**config.mk**
```make
export PLATFORM = sky130hd
export DESIGN_NAME = can_buf_state_ctrl
export DESIGN_NICKNAME = d
export VERILOG_FILES = /design/src/rtl/can_buf_pkg.sv /design/src/rtl/can_buf_next_state.sv /design/src/rtl/can_buf_fields.sv /design/src/rtl/can_buf_event_gen.sv /design/src/rtl/can_buf_state_ctrl.sv
export SDC_FILE = /design/constraint.sdc
export NUM_CORES = 1
export LEC_CHECK = 0
export CORE_UTILIZATION = 59
export DETAILED_ROUTE_END_ITERATION = 16
export DONT_BUFFER_PORTS = 1
export PLACE_DENSITY = 0.72
export SLEW_MARGIN = 20
export SYNTH_ARGS = -nofsm -noshare
export SYNTH_HDL_FRONTEND = slang
export SYNTH_SLANG_ARGS = --single-unit
```
**constraint.sdc**
```tcl
create_clock -name clk -period 2.2 [get_ports clk]
set_clock_uncertainty 0.15 [all_clocks]
set_input_delay 0.44 -clock clk [delete_from_list [all_inputs] [get_ports clk]]
set_output_delay 0.44 -clock clk [all_outputs]
set_load 0.02 [all_outputs]
```
**src/rtl/can_buf_pkg.sv**
```systemverilog
package can_buf_pkg;

   localparam int STATE_W = 4;

   typedef enum logic [STATE_W-1:0] {
      ST_RX_OFF    = 4'b0000,
      ST_RX_HOLD   = 4'b0001,
      ST_RX_READY  = 4'b0010,
      ST_RX_FILL1  = 4'b0011,
      ST_RX_FULL   = 4'b0100,
      ST_RX_FILL2  = 4'b0101,
      ST_RX_OVR    = 4'b0110,
      ST_RX_FILL3  = 4'b0111,
      ST_TX_OFF    = 4'b1000,
      ST_TX_BAD9   = 4'b1001,
      ST_TX_AUTO   = 4'b1010,
      ST_TX_BADB   = 4'b1011,
      ST_TX_ONCE   = 4'b1100,
      ST_TX_SEND1  = 4'b1101,
      ST_TX_ONCEA  = 4'b1110,
      ST_TX_SEND2  = 4'b1111
   } buf_state_e;

   typedef struct packed {
      logic copy_start;
      logic copy_done;
      logic rtr_match;
      logic tx_start;
      logic tx_done;
   } buf_strobes_t;

   // Odd codes mark a copy or transmission in progress (or are unused).
   function automatic logic is_busy(input logic [STATE_W-1:0] s);
      return s[0];
   endfunction

   function automatic logic is_rx_copy(input logic [STATE_W-1:0] s);
      return (s == ST_RX_FILL1) || (s == ST_RX_FILL2) || (s == ST_RX_FILL3);
   endfunction

endpackage

```
**src/rtl/can_buf_next_state.sv**
```systemverilog
module can_buf_next_state
   import can_buf_pkg::*;
(
   input  logic [STATE_W-1:0] cur,
   input  buf_strobes_t       stb,
   input  logic               wr_en,
   input  logic [STATE_W-1:0] wr_state,
   output logic [STATE_W-1:0] nxt,
   output logic               complete
);

   logic hw_hit;

   always_comb begin
      nxt      = cur;
      hw_hit   = 1'b0;
      complete = 1'b0;
      case (cur)
         ST_RX_READY: if (stb.copy_start) begin nxt = ST_RX_FILL1; hw_hit = 1'b1; end
         ST_RX_FULL:  if (stb.copy_start) begin nxt = ST_RX_FILL2; hw_hit = 1'b1; end
         ST_RX_OVR:   if (stb.copy_start) begin nxt = ST_RX_FILL3; hw_hit = 1'b1; end
         ST_RX_FILL1: if (stb.copy_done) begin
            nxt = ST_RX_FULL; hw_hit = 1'b1; complete = 1'b1;
         end
         ST_RX_FILL2, ST_RX_FILL3: if (stb.copy_done) begin
            nxt = ST_RX_OVR; hw_hit = 1'b1; complete = 1'b1;
         end
         ST_RX_HOLD:  if (stb.copy_done) begin nxt = ST_RX_OFF; hw_hit = 1'b1; end
         ST_TX_ONCE:  if (stb.tx_start) begin nxt = ST_TX_SEND1; hw_hit = 1'b1; end
         ST_TX_ONCEA: if (stb.tx_start) begin nxt = ST_TX_SEND2; hw_hit = 1'b1; end
         ST_TX_AUTO:  if (stb.rtr_match) begin nxt = ST_TX_SEND2; hw_hit = 1'b1; end
         ST_TX_SEND1: if (stb.tx_done) begin
            nxt = ST_TX_OFF; hw_hit = 1'b1; complete = 1'b1;
         end
         ST_TX_SEND2: if (stb.tx_done) begin
            nxt = ST_TX_AUTO; hw_hit = 1'b1; complete = 1'b1;
         end
         default: ;
      endcase

      if (wr_en && !hw_hit) begin
         if (is_busy(cur)) begin
            if (is_rx_copy(cur) && (wr_state == ST_RX_OFF))
               nxt = ST_RX_HOLD;
         end else if (!is_busy(wr_state)) begin
            nxt = wr_state;
         end
      end
   end

endmodule

```
**src/rtl/can_buf_fields.sv**
```systemverilog
module can_buf_fields #(
   parameter int WORD_W  = 16,
   parameter int FIELD_W = 4,
   parameter int PR_LSB  = 4,
   parameter int DL_LSB  = 12
) (
   input  logic               clk,
   input  logic               rst_n,
   input  logic               wr_en,
   input  logic [WORD_W-1:0]  wr_data,
   output logic [FIELD_W-1:0] prio,
   output logic [FIELD_W-1:0] dlc
);

   always_ff @(posedge clk or negedge rst_n) begin
      if (!rst_n) begin
         prio <= '0;
         dlc  <= '0;
      end else if (wr_en) begin
         prio <= wr_data[PR_LSB +: FIELD_W];
         dlc  <= wr_data[DL_LSB +: FIELD_W];
      end
   end

endmodule

```
**src/rtl/can_buf_event_gen.sv**
```systemverilog
module can_buf_event_gen #(
   parameter bit EVENT_REG = 1'b1
) (
   input  logic clk,
   input  logic rst_n,
   input  logic complete,
   output logic pulse
);

   generate
      if (EVENT_REG) begin : g_reg
         always_ff @(posedge clk or negedge rst_n) begin
            if (!rst_n) pulse <= 1'b0;
            else        pulse <= complete;
         end
      end else begin : g_comb
         logic unused_clk;
         assign unused_clk = clk ^ rst_n;
         assign pulse      = complete;
      end
   endgenerate

endmodule

```
**src/rtl/can_buf_state_ctrl.sv**
```systemverilog
module can_buf_state_ctrl
   import can_buf_pkg::*;
#(
   parameter int WORD_W    = 16,
   parameter int FIELD_W   = 4,
   parameter int ST_LSB    = 0,
   parameter int PR_LSB    = 4,
   parameter int DL_LSB    = 12,
   parameter bit EVENT_REG = 1'b1
) (
   input  logic               clk,
   input  logic               rst_n,
   input  logic               sw_wr_en,
   input  logic [WORD_W-1:0]  sw_wr_data,
   input  logic               copy_start,
   input  logic               copy_done,
   input  logic               rtr_match,
   input  logic               tx_start,
   input  logic               tx_done,
   output logic [3:0]         state,
   output logic [FIELD_W-1:0] dlc,
   output logic [FIELD_W-1:0] prio,
   output logic [WORD_W-1:0]  stat_word,
   output logic               buf_event
);

   localparam int ST_END = ST_LSB + STATE_W;
   localparam int PR_END = PR_LSB + FIELD_W;
   localparam int DL_END = DL_LSB + FIELD_W;

   generate
      if (ST_END > PR_LSB || PR_END > DL_LSB || DL_END > WORD_W) begin : g_bad_layout
         $error("can_buf_state_ctrl: status word fields overlap or overflow");
      end
      if (FIELD_W < 1) begin : g_bad_field
         $error("can_buf_state_ctrl: FIELD_W must be positive");
      end
   endgenerate

   buf_strobes_t      stb;
   logic [STATE_W-1:0] st_q, st_d;
   logic              complete;

   assign stb = '{copy_start: copy_start, copy_done: copy_done,
                  rtr_match: rtr_match, tx_start: tx_start, tx_done: tx_done};

   can_buf_next_state u_next (
      .cur      (st_q),
      .stb      (stb),
      .wr_en    (sw_wr_en),
      .wr_state (sw_wr_data[ST_LSB +: STATE_W]),
      .nxt      (st_d),
      .complete (complete)
   );

   always_ff @(posedge clk or negedge rst_n) begin
      if (!rst_n) st_q <= ST_RX_OFF;
      else        st_q <= st_d;
   end

   can_buf_fields #(
      .WORD_W  (WORD_W),
      .FIELD_W (FIELD_W),
      .PR_LSB  (PR_LSB),
      .DL_LSB  (DL_LSB)
   ) u_fields (
      .clk     (clk),
      .rst_n   (rst_n),
      .wr_en   (sw_wr_en),
      .wr_data (sw_wr_data),
      .prio    (prio),
      .dlc     (dlc)
   );

   can_buf_event_gen #(.EVENT_REG(EVENT_REG)) u_evt (
      .clk      (clk),
      .rst_n    (rst_n),
      .complete (complete),
      .pulse    (buf_event)
   );

   assign state = st_q;

   always_comb begin
      stat_word                     = '0;
      stat_word[ST_LSB +: STATE_W]  = st_q;
      stat_word[PR_LSB +: FIELD_W]  = prio;
      stat_word[DL_LSB +: FIELD_W]  = dlc;
   end

endmodule

```
==> impl_metrics.ini <==
[clock_network]
cts_max_path_buffers = 2
cts_tree = built
insertion_delay_ns = 0.27
cts_sinks = 13
htree_levels = 1
path_clk_slew_ns = 0.06
post_cts_buffers = 0
cts_buffers = 3
cts_root_buf = clkbuf_4

[floorplanning]
dieArea_mm2 = 0.00146
rows = 12
initial_core_util_pct = 66.7
die_w_um = 38.1
ioPinCount = 53
die_h_um = 38.1
core-area_mm2 = 0.00116

[logic_synthesis]
yosys_warnings = 0
ys_ff_latch = 13
syn_area_um2 = 771
syn_avg_cell_area_um2 = 11.5
ys_top_cells_by_area = dfrtp_1 (42%), buf_4 (16%), mux2_2 (15%)
yosysTopAreaCellShare_pct = 42.2
synth_cell_types = 24
seq_area_frac_synth_pct = 42.2
synthCells = 67
synth_top_cell_by_area = dfrtp_1

[power]
total_power_w = 0.000930
leakage_nw = 0.310
p_per_area_mw_per_mm2 = 1290
ir_worst_vdd_mv = 0.944

[routing]
vias = 442
wl_per_cell_um = 16.9
initialDrtViolationCount = 5
first_pass_iters = 3
drc = 0
avgViaCountPerCell = 6.05
drtAntennaViolNets = 0
drt_wl_total_um = 1230

[grt]
grt_pass1_wl_um = 1990
grt_max_degree = 14
overflow = 0
grt_pass1_vias = 460
grt.total_usage_pct = 21.2
antenna_found_initial = 0

[worst_setup_path]
worst-path-max-fanout = 7
arrival_ns = 1.83
path_class = register to register
cp.required_ns = 2.20
start_kind = register
reg2reg_slack_ns = 0.38
critPathCaptureType = register

[layout]
layout_common_cells = dfrtp_1 (13), mux2_2 (10), conb_1 (4), clkbuf_4 (3)
nets = 84
drive_gt1_share_pct = 39.0
final_common_cell = dfrtp_1
n_antenna_cell = 0
area_delta_synth_final_pct = -6.49

[timing]
maxSlewViolCount = 0
timing.final.crit_period_ns = 1.82
fmaxAchievable_mhz = 548
finalHoldViolCount = 0
worst_pin_slew_ns = 0.561
rsz0062_at_grt = no
min_period_over_period_pct = 82.9
setup_slack_ns = 0.375
timing.slew.headroom_pct = 62.5
setup_viol = 0
tns_ns = 0

[placement]
port_buffers = 0
gp_congestion = 0.909
pre_cts_ws_ns = 0.367
hpwl_um = 937

[hold_path]
hold_path_class = input pin to register

[run]
maxCapViolations = 0

[outcome]
status = completed
-- layer usage --
layer	up-vias	track usage, %	wire length [um]
li1	197	-	-
met1	212	24.8	509
met2	31	31.8	584
met3	2	9.88	127
met4	0	11.6	11
met5	-	0	0
-- worst max-delay path, cell delays in order (launching register included) --
cell and delay (ns):
dfrtp_1 0.69, o21bai_1 0.19, nor4_2 0.32, nor2_1 0.09, mux2_2 0.26
-- per-stage QoR --
| stage | util [%] | instance area [um^2] | hold WS (ns) | cells |
|---|---|---|---|---|
| floorplan | - | 782 | -0.00559 | 70 |
| CTS | 62.3 | 721 | 0.155 | 73 |
| detailed placement | 59.2 | 684 | -0.00532 | 68 |
| global placement | 59.2 | 684 | -0.00531 | 68 |
| finish | 62.3 | 721 | 0.163 | 73 |
| global route | 62.3 | 721 | 0.146 | 73 |
-- sequential cells by signal (all words and copies together), names as in the netlist --
| name | flops |
|---|---|
| state | 4 |
| u_fields.prio | 4 |
| u_fields.dlc | 4 |
| u_evt.pulse | 1 |
-- kinds of logic after synthesis --
family,count (synthesis),synth area share [%]
DFF,13,42.2
and+or+nand+nor,13,13.1
other,1,0.487
AOI/OAI and AO/OA,7,6.98
muxes,13,19.3
buffers and inverters,20,17.9
-- cell usage after synthesis, drive strengths merged --
master,number
nand2,1
o21bai,1
o211ai,2
o21ai,2
mux2i,1
nand3,3
mux2,12
inv,2
nand4b,1
dfrtp,13
and2,1
buf,18
nor2,2
or4b,1
conb,1
a32oi,1
and3b,2
a21oi,1
nor4,1
or2b,1
-- layout make-up --
class,count,area [um^2]
flip-flops and latches,13,325
clock buffers,4,26.3
inverters,2,7.51
well taps,14,17.5
repair buffers,3,25.0
fillers,96,435
multi-input cells,37,319
-- where the power goes --
| group | total, W | switching, W | internal [W] |
|---|---|---|---|
| Sequential | 0.000500 | 0.000203 | 0.000297 |
| Clock | 0.000138 | 0.0000676 | 0.0000703 |
| Combinational | 0.000292 | 0.000147 | 0.000146 |
-- final timing paths --
path / depth (start not counted) / from / endpoint
setup / recovery: 4 / state[1]$_DFF_PN0_ / state[1]$_DFF_PN0_
hold / removal: 1 / sw_wr_data[3] / state[3]$_DFF_PN0_
setup reg to reg: 4 / state[1]$_DFF_PN0_ / state[1]$_DFF_PN0_
hold reg to reg: 1 / state[0]$_DFF_PN0_ / state[0]$_DFF_PN0_
max in group asynchronous: 1 / rst_n / u_fields.dlc[3]$_DFFE_PN0P_
min in group asynchronous: 1 / rst_n / u_evt.pulse$_DFF_PN0_
-- timing repair --
item,4_1_cts,5_1_grt
hold endpoints to repair,13,0
gates resized for setup,0,0
hold buffers,1,0
endpoints found under the setup margin,0,0
No activity file was read; power rests on OpenSTA's default activity.
